===== src/rtl/ed_pkg.sv =====
// Package: shared definitions for the event dispatcher.
// Assumes: nothing beyond IEEE 1800-2017.
package ed_pkg;

    // Action taken on the queue head in a cycle
    typedef enum logic [1:0] {
        HEAD_HOLD     = 2'd0,
        HEAD_DROP     = 2'd1,
        HEAD_DISPATCH = 2'd2
    } head_act_e;

endpackage


===== src/rtl/ed_pick_lowest.sv =====
// Module: one-hot selection of the lowest set bit of a request vector.
// Assumes: N >= 1; purely combinational.
module ed_pick_lowest #(
    parameter int N = 8
) (
    input  logic [N-1:0] req,
    output logic         found,
    output logic [N-1:0] onehot
);

    // Scan from bit 0 upward and keep the first hit
    always_comb begin
        onehot = '0;
        found  = 1'b0;
        for (int i = 0; i < N; i++) begin
            if (req[i] && !found) begin
                onehot[i] = 1'b1;
                found     = 1'b1;
            end
        end
    end

endmodule


===== src/rtl/ed_wait_queue.sv =====
// Module: circular FIFO of event identifiers with the arrival timestamp of each entry.
// Assumes: the caller never pushes when full nor pops when empty; DEPTH >= 2.
module ed_wait_queue #(
    parameter int DEPTH  = 16,
    parameter int ID_W   = 8,
    parameter int TIME_W = 16,
    localparam int PTR_W = $clog2(DEPTH),
    localparam int CNT_W = $clog2(DEPTH + 1)
) (
    input  logic              clk,
    input  logic              rst_n,
    input  logic              push,
    input  logic [ID_W-1:0]   push_id,
    input  logic [TIME_W-1:0] push_stamp,
    input  logic              pop,
    output logic              empty,
    output logic              full,
    output logic [CNT_W-1:0]  count,
    output logic [ID_W-1:0]   head_id,
    output logic [TIME_W-1:0] head_stamp
);

    logic [ID_W-1:0]   id_mem    [DEPTH];
    logic [TIME_W-1:0] stamp_mem [DEPTH];
    logic [PTR_W-1:0]  wr_ptr, rd_ptr;
    logic [CNT_W-1:0]  cnt_q;

    assign empty      = (cnt_q == '0);
    assign full       = (cnt_q == CNT_W'(DEPTH));
    assign count      = cnt_q;
    assign head_id    = id_mem[rd_ptr];
    assign head_stamp = stamp_mem[rd_ptr];

    // Store the pushed entry
    always_ff @(posedge clk) begin
        if (push) begin
            id_mem[wr_ptr]    <= push_id;
            stamp_mem[wr_ptr] <= push_stamp;
        end
    end

    // Advance pointers and occupancy
    always_ff @(posedge clk) begin
        if (!rst_n) begin
            wr_ptr <= '0;
            rd_ptr <= '0;
            cnt_q  <= '0;
        end else begin
            if (push) begin
                wr_ptr <= (wr_ptr == PTR_W'(DEPTH - 1)) ? '0 : wr_ptr + PTR_W'(1);
            end
            if (pop) begin
                rd_ptr <= (rd_ptr == PTR_W'(DEPTH - 1)) ? '0 : rd_ptr + PTR_W'(1);
            end
            case ({push, pop})
                2'b10:   cnt_q <= cnt_q + CNT_W'(1);
                2'b01:   cnt_q <= cnt_q - CNT_W'(1);
                default: cnt_q <= cnt_q;
            endcase
        end
    end


    // no_overflow_chk
    no_overflow_chk: assert property (@(posedge clk) disable iff (!rst_n)
        full |-> !push);


    // no_underflow_chk
    no_underflow_chk: assert property (@(posedge clk) disable iff (!rst_n)
        empty |-> !pop);

endmodule


===== src/rtl/ed_worker_slot.sv =====
// Module: bookkeeping for one worker: token, running deadline and pending decision.
// Assumes: load is raised only when free is high; ret_hit is the decoded return strobe.
module ed_worker_slot #(
    parameter int ID_W   = 8,
    parameter int DEC_W  = 8,
    parameter int TIME_W = 16
) (
    input  logic              clk,
    input  logic              rst_n,
    input  logic              load,
    input  logic [ID_W-1:0]   load_id,
    input  logic [TIME_W-1:0] load_rem,
    input  logic              ret_hit,
    input  logic [DEC_W-1:0]  ret_dec,
    input  logic [DEC_W-1:0]  dflt_dec,
    input  logic              take,
    output logic              free,
    output logic              pend,
    output logic [ID_W-1:0]   pend_id,
    output logic [DEC_W-1:0]  pend_dec,
    output logic              pend_to
);

    logic              tok_q;
    logic              live_q;
    logic              pend_q;
    logic [TIME_W-1:0] rem_q;
    logic [ID_W-1:0]   id_q;
    logic [DEC_W-1:0]  dec_q;
    logic              to_q;

    assign free     = !tok_q && !pend_q;
    assign pend     = pend_q;
    assign pend_id  = id_q;
    assign pend_dec = dec_q;
    assign pend_to  = to_q;

    // Token, deadline countdown and decision capture
    always_ff @(posedge clk) begin
        if (!rst_n) begin
            tok_q  <= 1'b0;
            live_q <= 1'b0;
            pend_q <= 1'b0;
            rem_q  <= '0;
            id_q   <= '0;
            dec_q  <= '0;
            to_q   <= 1'b0;
        end else begin
            if (load) begin
                tok_q  <= 1'b1;
                live_q <= 1'b1;
                rem_q  <= load_rem;
                id_q   <= load_id;
            end else begin
                if (ret_hit && tok_q) begin
                    tok_q <= 1'b0;
                end
                if (live_q) begin
                    if (ret_hit) begin
                        live_q <= 1'b0;
                        pend_q <= 1'b1;
                        dec_q  <= ret_dec;
                        to_q   <= 1'b0;
                    end else if (rem_q == '0) begin
                        live_q <= 1'b0;
                        pend_q <= 1'b1;
                        dec_q  <= dflt_dec;
                        to_q   <= 1'b1;
                    end else begin
                        rem_q <= rem_q - TIME_W'(1);
                    end
                end
            end
            if (take) begin
                pend_q <= 1'b0;
            end
        end
    end


    // load_when_free_chk
    load_when_free_chk: assert property (@(posedge clk) disable iff (!rst_n)
        load |-> free);


    // expire_default_chk
    expire_default_chk: assert property (@(posedge clk) disable iff (!rst_n)
        (live_q && rem_q == '0 && !ret_hit) |=> (pend_q && to_q && dec_q == $past(dflt_dec)));


    // late_ret_silent_chk
    late_ret_silent_chk: assert property (@(posedge clk) disable iff (!rst_n)
        (tok_q && !live_q && !pend_q && ret_hit) |=> (!pend_q && free));

endmodule


===== src/rtl/ed_throttle.sv =====
// Module: hysteresis flag driven by queue occupancy.
// Assumes: the low mark is not above the high mark for a meaningful band.
module ed_throttle #(
    parameter int CNT_W = 5
) (
    input  logic             clk,
    input  logic             rst_n,
    input  logic [CNT_W-1:0] level,
    input  logic [CNT_W-1:0] mark_high,
    input  logic [CNT_W-1:0] mark_low,
    output logic             throttle
);

    logic thr_q;

    assign throttle = thr_q;

    // Set at the high mark, clear below the low mark, else hold
    always_ff @(posedge clk) begin
        if (!rst_n) begin
            thr_q <= 1'b0;
        end else if (level >= mark_high) begin
            thr_q <= 1'b1;
        end else if (level < mark_low) begin
            thr_q <= 1'b0;
        end
    end


    // thr_set_chk
    thr_set_chk: assert property (@(posedge clk) disable iff (!rst_n)
        (level >= mark_high) |=> thr_q);

endmodule


===== src/rtl/event_dispatcher.sv =====
// Module: queues level-1 events, dispatches them to token-holding worker slots,
// enforces per-slot deadlines and emits one decision per cycle.
// Assumes: NUM_WORKERS >= 2, QUEUE_DEPTH >= 2; queue ages stay below 2**TIME_W.
module event_dispatcher #(
    parameter int NUM_WORKERS = 8,
    parameter int QUEUE_DEPTH = 16,
    parameter int ID_W        = 8,
    parameter int DEC_W       = 8,
    parameter int TIME_W      = 16,
    localparam int WIDX_W     = $clog2(NUM_WORKERS),
    localparam int CNT_W      = $clog2(QUEUE_DEPTH + 1)
) (
    input  logic                   clk,
    input  logic                   rst_n,
    input  logic                   ev_valid,
    input  logic [ID_W-1:0]        ev_id,
    output logic                   ev_ready,
    output logic [NUM_WORKERS-1:0] disp_valid,
    output logic [ID_W-1:0]        disp_id,
    input  logic                   ret_valid,
    input  logic [WIDX_W-1:0]      ret_worker,
    input  logic [DEC_W-1:0]       ret_dec,
    output logic                   dec_valid,
    output logic [ID_W-1:0]        dec_id,
    output logic [DEC_W-1:0]       dec_value,
    output logic                   dec_timeout,
    output logic                   throttle,
    input  logic [TIME_W-1:0]      cfg_budget,
    input  logic [TIME_W-1:0]      cfg_age_limit,
    input  logic [DEC_W-1:0]       cfg_default_dec,
    input  logic [CNT_W-1:0]       cfg_thr_high,
    input  logic [CNT_W-1:0]       cfg_thr_low
);
    import ed_pkg::*;

    logic [TIME_W-1:0]      now_q;
    logic                   q_empty, q_full, q_push, q_pop;
    logic [CNT_W-1:0]       q_count;
    logic [ID_W-1:0]        head_id;
    logic [TIME_W-1:0]      head_stamp, head_age, head_wait, load_rem;
    head_act_e              head_act;

    logic [NUM_WORKERS-1:0] slot_free, slot_pend, slot_load, slot_take, slot_hit, slot_pto;
    logic [NUM_WORKERS-1:0] free_1h, pend_1h;
    logic                   free_any, pend_any;
    logic [ID_W-1:0]        slot_pid  [NUM_WORKERS];
    logic [DEC_W-1:0]       slot_pdec [NUM_WORKERS];

    logic [ID_W-1:0]        sel_id;
    logic [DEC_W-1:0]       sel_dec;
    logic                   sel_to;

    logic [NUM_WORKERS-1:0] disp_q;
    logic [ID_W-1:0]        disp_id_q;
    logic                   dv_q, dto_q;
    logic [ID_W-1:0]        did_q;
    logic [DEC_W-1:0]       dval_q;

    // Free-running time base used to stamp queue entries
    always_ff @(posedge clk) begin
        if (!rst_n) now_q <= '0;
        else        now_q <= now_q + TIME_W'(1);
    end

    assign ev_ready = !q_full;
    assign q_push   = ev_valid && !q_full;

    ed_wait_queue #(
        .DEPTH (QUEUE_DEPTH),
        .ID_W  (ID_W),
        .TIME_W(TIME_W)
    ) u_queue (
        .clk       (clk),
        .rst_n     (rst_n),
        .push      (q_push),
        .push_id   (ev_id),
        .push_stamp(now_q),
        .pop       (q_pop),
        .empty     (q_empty),
        .full      (q_full),
        .count     (q_count),
        .head_id   (head_id),
        .head_stamp(head_stamp)
    );

    ed_pick_lowest #(.N(NUM_WORKERS)) u_pick_free (
        .req   (slot_free),
        .found (free_any),
        .onehot(free_1h)
    );

    ed_pick_lowest #(.N(NUM_WORKERS)) u_pick_pend (
        .req   (slot_pend),
        .found (pend_any),
        .onehot(pend_1h)
    );

    // Head age, queue wait beyond the minimum and the shortened deadline
    always_comb begin
        head_age  = now_q - head_stamp;
        head_wait = head_age - TIME_W'(1);
        load_rem  = (head_wait >= cfg_budget) ? '0 : cfg_budget - head_wait - TIME_W'(1);
    end

    // Decide whether the head is dropped, dispatched or held
    always_comb begin
        if (q_empty)                      head_act = HEAD_HOLD;
        else if (head_age >= cfg_age_limit) head_act = HEAD_DROP;
        else if (free_any)                head_act = HEAD_DISPATCH;
        else                              head_act = HEAD_HOLD;
    end

    assign q_pop = (head_act != HEAD_HOLD);

    // Per-worker slot instances with decoded load, return and take strobes
    for (genvar w = 0; w < NUM_WORKERS; w++) begin : g_slot
        assign slot_load[w] = (head_act == HEAD_DISPATCH) && free_1h[w];
        assign slot_hit[w]  = ret_valid && (ret_worker == WIDX_W'(w));
        assign slot_take[w] = pend_1h[w];

        ed_worker_slot #(
            .ID_W  (ID_W),
            .DEC_W (DEC_W),
            .TIME_W(TIME_W)
        ) u_slot (
            .clk     (clk),
            .rst_n   (rst_n),
            .load    (slot_load[w]),
            .load_id (head_id),
            .load_rem(load_rem),
            .ret_hit (slot_hit[w]),
            .ret_dec (ret_dec),
            .dflt_dec(cfg_default_dec),
            .take    (slot_take[w]),
            .free    (slot_free[w]),
            .pend    (slot_pend[w]),
            .pend_id (slot_pid[w]),
            .pend_dec(slot_pdec[w]),
            .pend_to (slot_pto[w])
        );
    end

    // Gather the fields of the selected pending slot
    always_comb begin
        sel_id  = '0;
        sel_dec = '0;
        sel_to  = 1'b0;
        for (int w = 0; w < NUM_WORKERS; w++) begin
            if (pend_1h[w]) begin
                sel_id  = slot_pid[w];
                sel_dec = slot_pdec[w];
                sel_to  = slot_pto[w];
            end
        end
    end

    // Register the dispatch pulse and the decision output
    always_ff @(posedge clk) begin
        if (!rst_n) begin
            disp_q    <= '0;
            disp_id_q <= '0;
            dv_q      <= 1'b0;
            did_q     <= '0;
            dval_q    <= '0;
            dto_q     <= 1'b0;
        end else begin
            disp_q <= slot_load;
            if (head_act == HEAD_DISPATCH) disp_id_q <= head_id;
            dv_q <= pend_any;
            if (pend_any) begin
                did_q  <= sel_id;
                dval_q <= sel_dec;
                dto_q  <= sel_to;
            end
        end
    end

    assign disp_valid  = disp_q;
    assign disp_id     = disp_id_q;
    assign dec_valid   = dv_q;
    assign dec_id      = did_q;
    assign dec_value   = dval_q;
    assign dec_timeout = dto_q;

    ed_throttle #(.CNT_W(CNT_W)) u_throttle (
        .clk      (clk),
        .rst_n    (rst_n),
        .level    (q_count),
        .mark_high(cfg_thr_high),
        .mark_low (cfg_thr_low),
        .throttle (throttle)
    );


    // disp_onehot_chk
    disp_onehot_chk: assert property (@(posedge clk) disable iff (!rst_n)
        $onehot0(disp_valid));


    // dec_follows_pend_chk
    dec_follows_pend_chk: assert property (@(posedge clk) disable iff (!rst_n)
        pend_any |=> dec_valid);


    // drop_no_dispatch_chk
    drop_no_dispatch_chk: assert property (@(posedge clk) disable iff (!rst_n)
        (head_act == HEAD_DROP) |=> (disp_valid == '0));

endmodule


===== config.mk =====
export PLATFORM = sky130hd
export DESIGN_NAME = event_dispatcher
export DESIGN_NICKNAME = d
export VERILOG_FILES = /design/src/rtl/ed_pkg.sv /design/src/rtl/ed_pick_lowest.sv /design/src/rtl/ed_wait_queue.sv /design/src/rtl/ed_worker_slot.sv /design/src/rtl/ed_throttle.sv /design/src/rtl/event_dispatcher.sv
export SDC_FILE = /design/constraint.sdc
export NUM_CORES = 1
export LEC_CHECK = 0
export BUFFER_PORTS_ARGS = -buffer_cell sky130_fd_sc_hd__buf_4
export CORE_ASPECT_RATIO = 0.75
export CORE_UTILIZATION = 50
export CTS_CLUSTER_DIAMETER = 40
export DETAILED_ROUTE_END_ITERATION = 12
export PLACE_DENSITY = 0.73
export SETUP_SLACK_MARGIN = 0.5
export SYNTH_ARGS = -nofsm -noshare
export SYNTH_HDL_FRONTEND = slang
export SYNTH_SLANG_ARGS = --single-unit

===== constraint.sdc =====
create_clock -name clk -period 9.6 [get_ports clk]
set_input_delay 0.96 -clock clk [delete_from_list [all_inputs] [get_ports clk]]
set_output_delay 0.96 -clock clk [all_outputs]
set_load 0.05 [all_outputs]

# Yosys cells after proc, flatten, opt, wreduce, memory -nomap -nowiden
# Memory sizes are Yosys's and may differ from the RTL's. A register that Yosys moved wholly into a read port is not among the register bits.
# Index checks and enable logic that the tools add are counted.
[classes] mux=189 order_cmp=4 bitwise=9 n_reduce_logical=139 n_eq_ne=29 n_addsub=17
[op_table] cell="$mux W16" n=33
[op_table] cell="$mux W8" n=32
[op_table] cell="$sub A16 B1 Y16 const B" n=10
[op_table] cell="$logic_not A16 Y1" n=8
[op_table] cell="$mux W1" n=114
[op_table] cell="$reduce_bool A2 Y1" n=27
[op_table] cell="$reduce_and A3 Y1" n=16
[op_table] cell="$logic_and A1 B1 Y1" n=47
[op_table] cell="$ge A16 B16 Y1" n=2
[op_table] cell="$ne A2 B1 Y1 const B" n=16
[op_table] cell="$sub A16 B16 Y16" n=2
[op_table] cell="$logic_not A1 Y1" n=31
[op_table] cell="$mux W4" n=6
[op_table] cell="$add A16 B1 Y16 const B" n=1
[op_table] cell="$reduce_or A2 Y1" n=8
[op_table] cell="$eq A3 B3 Y1 const B" n=4
[op_table] cell="$pmux W5 S2" n=1
[op_table] cell="$not A1 Y1" n=9
[op_table] cell="$add A4 B1 Y4 const B" n=2
[op_table] cell="$eq A4 B4 Y1 const B" n=2
[op_table] cell="$eq A3 B2 Y1 const B" n=2
[op_table] cell="$mux W2" n=3
[op_table] cell="$add A5 B1 Y5 const B" n=1
[op_table] cell="$eq A5 B5 Y1 const B" n=1
[op_table] cell="other kinds (8)" n=9
[totals] memories=2 out_inout_bits=36 ramBits=384 ff_bits=352
[memory_table] memory="u_queue.stamp_mem" words=16 word_bits=16 rd=1 rd_clocked_by_memory_dff=1 write_ports=1 line="ed_wait_queue.sv:24" text="logic [TIME_W-1:0] stamp_mem [DEPTH];"
[memory_table] memory="u_queue.id_mem" words=16 word_bits=8 rd=1 rd_clocked_by_memory_dff=1 write_ports=1 line="ed_wait_queue.sv:23" text="logic [ID_W-1:0] id_mem [DEPTH];"

# Depth between registers and ports, before layout
# Gate-level depths: netlist (run 1).
[depth] depth_word=31 mapped_depth=33

# Hierarchy
# A second synthesis (run 1) with hierarchy kept.
[unflattened] cells_unflattened=3142 area_unflattened_um2=35937.0
[by_module_without_submodules] mod="ed_wait_queue" cells_per_inst=708 instances=1 seq_area_each_um2=11871.4 area_each_um2=15344.7
[by_module_without_submodules] mod="ed_worker_slot" cells_per_inst=200 instances=8 seq_area_each_um2=720.7 area_each_um2=1799.2
[by_module_without_submodules] mod="event_dispatcher" cells_per_inst=777 instances=1 seq_area_each_um2=1001.0 area_each_um2=5755.5
[by_module_without_submodules] mod="ed_throttle" cells_per_inst=33 instances=1 seq_area_each_um2=20.0 area_each_um2=250.2
[by_module_without_submodules] mod="ed_pick_lowest" cells_per_inst=12 instances=2 seq_area_each_um2=0.0 area_each_um2=96.3

# Worst setup path before layout (run 1)
# OpenSTA, ideal clock, no wires.
[synth_path] path_kind="register to register" startpoint="register (tool-made name)" endpoint="register u_queue.cnt_q[4] (netlist: u_queue.count[4])" required_time_ns=9.530 setup_ns=0.070 arrival_time_ns=7.124 n_path_buf=4 path_slack_ns=2.405 path_stages_with_launch=31 synth_period_minus_slack_ns=7.195 path_cell_list="dfxtp_1 buf_2 buf_2 buf_2 buf_1 mux4_2 mux4_2 inv_1 ha_1 a21o_1 o21a_1 or4_1 a211oi_1 xnor2_1 ha_1 a21oi_1 o21ai_0 a21oi_1 nor2b_1 o211ai_1 nand2_1 inv_1 ha_1 inv_1 fa_1 inv_1 a21o_1 a21oi_1 xnor2_1 or3_1 a21oi_1"
[synth_lines] item="end signal: assignment" line="ed_wait_queue.sv:56" text="2'b10: cnt_q <= cnt_q + CNT_W'(1);"
[synth_lines] item="end signal: assignment" line="ed_wait_queue.sv:57" text="2'b01: cnt_q <= cnt_q - CNT_W'(1);"
[synth_lines] item="end signal: assignment" line="ed_wait_queue.sv:58" text="default: cnt_q <= cnt_q;"
[synth_lines] item="end: declaration" line="ed_wait_queue.sv:26" text="logic [CNT_W-1:0] cnt_q;"

==> out/metrics.cfg, run 1 <==
[cts]
cts_sinks=740
clock-root-buffer=clkbuf_16
cts_resized=0
clk_path_buf_depth=3
clk-insertion-delay-late_ps=660
holdBufCountCts=0
cts_tree=done
post-cts-setup-buffers=0
path_clk_slew_ps=60
h-tree-depth=3
cts-buffers-inserted=85

[synthesis]
synth-simple-area-share_pct=11.5
synth-seq-cells=740
yosysWarnings=0
ys.flop_type=edfxtp_1
ys_types=81
muxShareOfSynthArea_pct=10.2
synth-compound-area-share_pct=13.2
syn_area_per_cell_sq_um=11.5
synth_top_family_by_area=compound AO/OA/AOI/OAI gates
synth_edf_count=384
synthArstFlopShare_pct=0
postSynthNetCount=3185
synthAdderAreaFrac_pct=3.43
ys_seq_area_share_pct=54.0
syn_area_sq_mm=0.0346
synth_xor_area_share_pct=4.28
synthCells=3019

[critical_path]
crit_required_ps=10140
worstPathArrival_ps=8360
setup.worst_path.start_class=register
critPathCaptureType=register
crit_type=register to register
cp_max_fo=39

[cells_and_area]
multi_input_area_sq_mm=0.0148
drive_gt1_share_pct=16.0
finalNetCount=3245
fillers=5327
final_cell_mix=edfxtp_1, dfxtp_1, nand2_1
seq_area_sq_mm=0.0187
layout_commonest_cell=edfxtp_1
area.growth.synth_to_final_pct=13.3
diodes=0
stdcell_count=4040

[timing]
finalMaxSlewViolations=0
finalHoldViolCount=0
setup_viol=0
skew_ps=31.4
tightest_slew_ps=1330
tns_ps=0
hold_slack_ps=453
finalWorstPathRequiredPeriod_ps=7830
rsz0062_at_grt=false
maxSlewHeadroom_pct=10.4
period_share_pct=81.5
max_freq_mhz=128

[routing]
drcViolationCount=0
wl_per_cell_um=23.8
drt_iter0_markers=3275
ant_nets=0
wl_um=96100
viasPerCell=6.32
firstDrtPassIters=5
via_count=25600

[global_routing]
overflow=0
grt_max_degree=158
grt_antenna_before_repair=2
grt_first_pass_wirelength_um=146000
grt_pass1_vias=24700
gr-usage-all-layers_pct=26.9

[outcome]
status=finished, final reports clean

[floorplan]
num_rows=83
die-height_um=230
num_io_pins=109
start_util_pct=50.5
core-area_sq_mm=0.0684
die-area_sq_mm=0.0702
fp.dieW_um=306

[run]
maxCapViolCount=0

[placement]
place.gp.congestion=0.937
io_buffers=108
dp_hpwl_um=59900
dpl.cell_count=3884

[pwr]
power.density_mw_per_mm2=283
p_leak_nw=14.9
max-vdd-ir-drop_v=0.000302

[worst_hold_path]
hp-class=register to register

==> metrics by stage <==
stage	setup slack [ps]	util, %	total power [mW]	instance area [sq um]
2_1_floorplan	2410	-	6.40	34600
5_1_grt	1210	57.3	11.6	39200
3_3_place_gp	2090	52.9	7.49	36200
3_5_place_dp	1900	52.9	7.62	36200
4_1_cts	1860	57.3	11.0	39200
6_report	1770	57.3	11.1	39200
==> cell families (layout without fill, tap and decap cells) <==
kind of cell / after synthesis / in the layout
AOI/OAI and AO/OA: 670 / 670
muxes: 200 / 200
DFF: 740 / 740
and+or+nand+nor: 844 / 844
adders and majority gates: 93 / 93
xor gates and xnor gates: 168 / 168
buffers and inverters: 304 / 433
==> power breakdown <==
group	switching [mW]	internal (mW)
registers	0.216	3.50
logic	2.56	1.39
clock network	1.38	2.04
==> cells in the mapped netlist (83+ instances only) <==
| master | count | area, sq um |
|---|---|---|
| dfxtp_1 | 356 | 7130 |
| xnor2_1 | 83 | 727 |
| xor2_1 | 84 | 736 |
| a211oi_1 | 116 | 871 |
| inv_1 | 119 | 447 |
| mux4_2 | 120 | 2700 |
| clkbuf_1 | 127 | 477 |
| edfxtp_1 | 384 | 11500 |
| nand2_1 | 289 | 1080 |
| ha_1 | 90 | 1130 |
| a21oi_1 | 251 | 1260 |
| nor2_1 | 228 | 856 |
==> state kept, by name, indices dropped and copies added (netlist names), named ones only <==
| name | count |
|---|---|
| u_queue.wr_ptr | 4 |
| disp_valid | 8 |
| g_slot.u_slot.rem_q | 128 |
| u_queue.id_mem | 128 |
| g_slot.u_slot.tok_q | 8 |
| u_queue.rd_ptr | 4 |
| dec_id | 8 |
| g_slot.u_slot.pend_to | 8 |
| u_queue.count | 5 |
| g_slot.u_slot.pend | 8 |
| g_slot.u_slot.pend_id | 64 |
| g_slot.u_slot.pend_dec | 64 |
| dec_valid | 1 |
| now_q | 16 |
| disp_id | 8 |
| u_queue.stamp_mem | 256 |
| dec_value | 8 |
| g_slot.u_slot.live_q | 8 |
| u_throttle.throttle | 1 |
| dec_timeout | 1 |
==> area by class of cell <==
class / count / share of cell area (%)
clock buffer: 106 / 5.81
clock inverter: 50 / 1.82
inverter: 119 / 1.16
multi-input combinational: 1975 / 37.7
sequential: 740 / 47.6
tap: 892 / 2.85
timing repair buffer: 158 / 3.03
==> path summary, 6_finish.rpt <==
kind | startpoint | to | slack, ps | depth (start not counted)
hold / removal | g_slot[2].u_slot.pend_id[3]$_SDFFE_PN0P_ | g_slot[2].u_slot.pend_id[3]$_SDFFE_PN0P_ | 450 | 2
hold reg to reg | g_slot[2].u_slot.pend_id[3]$_SDFFE_PN0P_ | g_slot[2].u_slot.pend_id[3]$_SDFFE_PN0P_ | 450 | 2
setup / recovery | register | g_slot[3].u_slot.pend_dec[4]$_SDFFE_PN0P_ | 1770 | 18
setup reg to reg | register | g_slot[3].u_slot.pend_dec[4]$_SDFFE_PN0P_ | 1770 | 18
==> per-layer routing <==
metal  wire, um  global-route usage, %  vias up
met5          0                      0        -
met1      42000                   40.2    12600
met2      42400                   40.4     1411
met4       2070                   7.55        0
met3       9650                   4.38      182
li1           -                      -    11400
==> critical path, stage by stage (launching register included) <==
cell and delay, ps:
dfxtp_4 870, mux4_2 600, mux4_2 480, inv_1 80, ha_1 300, a21oi_1 290
a21oi_1 140, o21a_1 250, or4_1 530, a211oi_1 270, xnor2_1 270, ha_1 330
a21oi_1 140, o21ai_0 130, o21ai_0 730, nand2_1 540, a21boi_4 940, nor2_1 390
o221a_2 390
Note: power is estimated with default switching activity, not from simulation.
==> run 2: changes to the inputs <==
==> constraint.sdc (replaced) <==
create_clock -name clk -period 7.2 [get_ports clk]
set_input_delay 0.72 -clock clk [delete_from_list [all_inputs] [get_ports clk]]
set_output_delay 0.72 -clock clk [all_outputs]
set_load 0.05 [all_outputs]
==> run 2 against run 1 <==
The flow now finishes with violations (design-rule violations); sequential cell count unchanged; total power is 37% higher; wire length rose by 1.1%; clock power up 32%; sequential power up 31%; global-route usage increased by 0.16 points; critical path depth rose by 11; via count rose by 0.69%; hold slack worse by 79 ps; combinational power grew 48%; critical path type unchanged; largest power group unchanged.
==> out/metrics.cfg, run 2 (same netlist as run 1, synthesis figures left out) <==
[outcome]
status=finished with violations  ; was finished, final reports clean
violations=design-rule violations

[cts]
clk_path_buf_depth=3  ; unchanged
cts_tree=done  ; unchanged
path_clk_slew_ps=60  ; about the same
clk-insertion-delay-late_ps=670  ; was 660 ps
cts_sinks=740  ; unchanged
holdBufCountCts=0  ; unchanged
clock-root-buffer=clkbuf_16  ; unchanged
cts-buffers-inserted=87  ; was 85
h-tree-depth=3  ; unchanged

[global_routing]
grt_use_met3_pct=4.85  ; was 4.38%
gr-usage-all-layers_pct=27.1  ; was 26.9%
met2_usage_pct=40.0  ; was 40.4%
grt_max_degree=127  ; was 158
overflow=0  ; unchanged
busiest_layer=met1  ; was met2
grt_pass1_vias=24800  ; was 24700
use_met1_pct=40.6  ; was 40.2%
grt_antenna_before_repair=0  ; was 2
grt_first_pass_wirelength_um=146000  ; about the same

[cells_and_area]
final_cell_mix=edfxtp_1, dfxtp_1, nand2_1  ; unchanged
finish.utilization_pct=58.2  ; was 57.3%
fillers=5296  ; was 5327
reg_top3=u_queue.stamp_mem: 256 flops, g_slot.u_slot.rem_q: 128 flops, u_queue.id_mem: 128 flops  ; unchanged
layout_commonest_cell=edfxtp_1  ; unchanged
finalNetCount=3288  ; was 3245
multi_input_area_sq_mm=0.0150  ; was 0.0148 sq mm
area.growth.synth_to_final_pct=15.3  ; was 13.3%
seq_area_sq_mm=0.0187  ; unchanged
drive_gt1_share_pct=18.2  ; was 16.0%
final_area_sq_mm=0.0399  ; was 0.0392 sq mm
largest_reg_flops=256  ; unchanged
regMostFlops=u_queue.stamp_mem  ; unchanged

[floorplan]
start_util_pct=50.5  ; unchanged
die-height_um=230  ; unchanged
num_io_pins=109  ; unchanged
fp.dieW_um=306  ; unchanged
num_rows=83  ; unchanged
die-area_sq_mm=0.0702  ; unchanged
core-area_sq_mm=0.0684  ; unchanged

[timing]
fin_ws_ps=536  ; was 1770 ps
tns_ps=0  ; unchanged
tightest_slew_ps=1160  ; was 1330 ps
rsz0062_at_grt=true  ; was false
skew_ps=44.1  ; was 31.4 ps
period_share_pct=92.5  ; was 81.5%
finalWorstPathRequiredPeriod_ps=6660  ; was 7830 ps
maxSlewHeadroom_pct=21.7  ; was 10.4%
finalHoldViolCount=0  ; unchanged
max_freq_mhz=150  ; was 128 MHz
setup_viol=0  ; unchanged
finalMaxSlewViolations=0  ; unchanged

[run]
maxCapViolCount=0  ; unchanged

[pwr]
switching_share_pct=38.4  ; was 37.5%
p_leak_nw=15.1  ; was 14.9 nW
max-vdd-ir-drop_v=0.000358  ; was 0.000302 V
p_sw_mw=5.84  ; was 4.16 mW
p_clk_share_pct=29.6  ; was 30.9%
total_power_mw=15.2  ; was 11.1 mW
power.density_mw_per_mm2=382  ; was 283 mW/mm^2
power.internal_mw=9.38  ; was 6.93 mW
comb_power_share_pct=38.3  ; was 35.6%
p_seq_share_pct=32.0  ; was 33.5%

[worst_hold_path]
holdCritStartpoint=ev_id[0]  ; was g_slot[2].u_slot.pend_id[3]$_SDFFE_PN0P_
hp-class=input port to register  ; was register to register
hold_depth=1  ; was 2
min_to=u_queue.id_mem[9][0]$_DFFE_PP_  ; was g_slot[2].u_slot.pend_id[3]$_SDFFE_PN0P_

[critical_path]
reg2reg_to=u_queue.count[4]$_SDFFE_PN0P_  ; was g_slot[3].u_slot.pend_dec[4]$_SDFFE_PN0P_
crit_family=compound AO/OA/AOI/OAI gates  ; unchanged
reg2reg_slack_ps=540  ; was 1770 ps
max_stage_delay_ps=550  ; was 940 ps
cp_num_buf_inv=6  ; was 1
r2r_cells=29  ; was 18
cp_max_fo=6  ; was 39
critPathCaptureType=register  ; unchanged
worstPathArrival_ps=7250  ; was 8360 ps
crit_required_ps=7790  ; was 10140 ps
crit_type=register to register  ; unchanged
slowest_stage=or4_1  ; was a21boi_4
setup.worst_path.start_class=register  ; unchanged

[routing]
drt_iter0_markers=3138  ; was 3275
drcViolationCount=4  ; was 0
via_count=25700  ; was 25600
wl_per_cell_um=23.8  ; about the same
viasPerCell=6.29  ; was 6.32
wl_um=97200  ; was 96100 um
firstDrtPassIters=10  ; was 5
ant_nets=0  ; unchanged

[placement]
io_buffers=108  ; unchanged
place.gp.congestion=0.876  ; was 0.937
placed_area_sq_mm=0.0364  ; was 0.0362 sq mm
pre_cts_ws_ps=152  ; was 1900 ps
dp_hpwl_um=60100  ; was 59900 um

## run 2: how the worst max path moves through the flow
stage / end / slack [ps] / depth (start not counted)
floorplan: u_queue.count[4]$_SDFFE_PN0P_ / 520 / 28
global placement: u_queue.count[4]$_SDFFE_PN0P_ / 290 / 26
detailed placement: u_queue.count[4]$_SDFFE_PN0P_ / 150 / 26
CTS: u_queue.count[4]$_SDFFE_PN0P_ / 310 / 28
global route: u_queue.count[4]$_SDFFE_PN0P_ / 280 / 29
finish: u_queue.count[4]$_SDFFE_PN0P_ / 540 / 29
## run 2: power by group through the flow
stage / Combinational [mW] / Clock (mW) / Sequential (mW)
floorplan: 3.58 / 0 / 4.97
global placement: 5.14 / 0 / 4.95
detailed placement: 5.29 / 0 / 4.97
CTS: 5.43 / 4.55 / 4.88
global route: 6.21 / 4.73 / 4.90
finish: 5.84 / 4.51 / 4.87
## run 2: worst register-to-register path: cells and delay by family (launching register included)
kind                       cells  cell delay, ps
and+or+nand+nor                4            1210
buffers and inverters          6             630
xor gates and xnor gates       2             300
muxes                          2             940
AOI/OAI and AO/OA             11            2070
adders and majority gates      4            1000
DFF                            1             440
## run 2: area by class of cell
class,instances,area share (%)
Inverter,119,1.14
Timing Repair Buffer,196,3.98
Antenna cell,2,0.0126
Sequential cell,740,46.8
Tap cell,892,2.80
Clock buffer,113,6.15
Multi-Input combinational cell,1978,37.7
Clock inverter,50,1.42
## run 2: timing repair
action	in CTS	in global routing
setup buffers	1	22
setup endpoints to repair	155	263
gates resized for setup	6	44
pin swaps	2	9
gates cloned	2	1
## run 2: routing by layer
metal  part of all wire (%)  wire [um]
met5                      0          0
met4                    2.3       2190
met3                     10       9790
met2                     44      42600
met1                     44      42600
## run 2: stage by stage
| stage | instances | hold slack, ps |
|---|---|---|
| final | 4090 | 374 |
| after global routing | 4088 | 364 |
| after CTS | 4065 | 344 |
| after detailed placement | 3899 | 442 |
| after global placement | 3899 | 439 |
| after floorplan | 3019 | 425 |
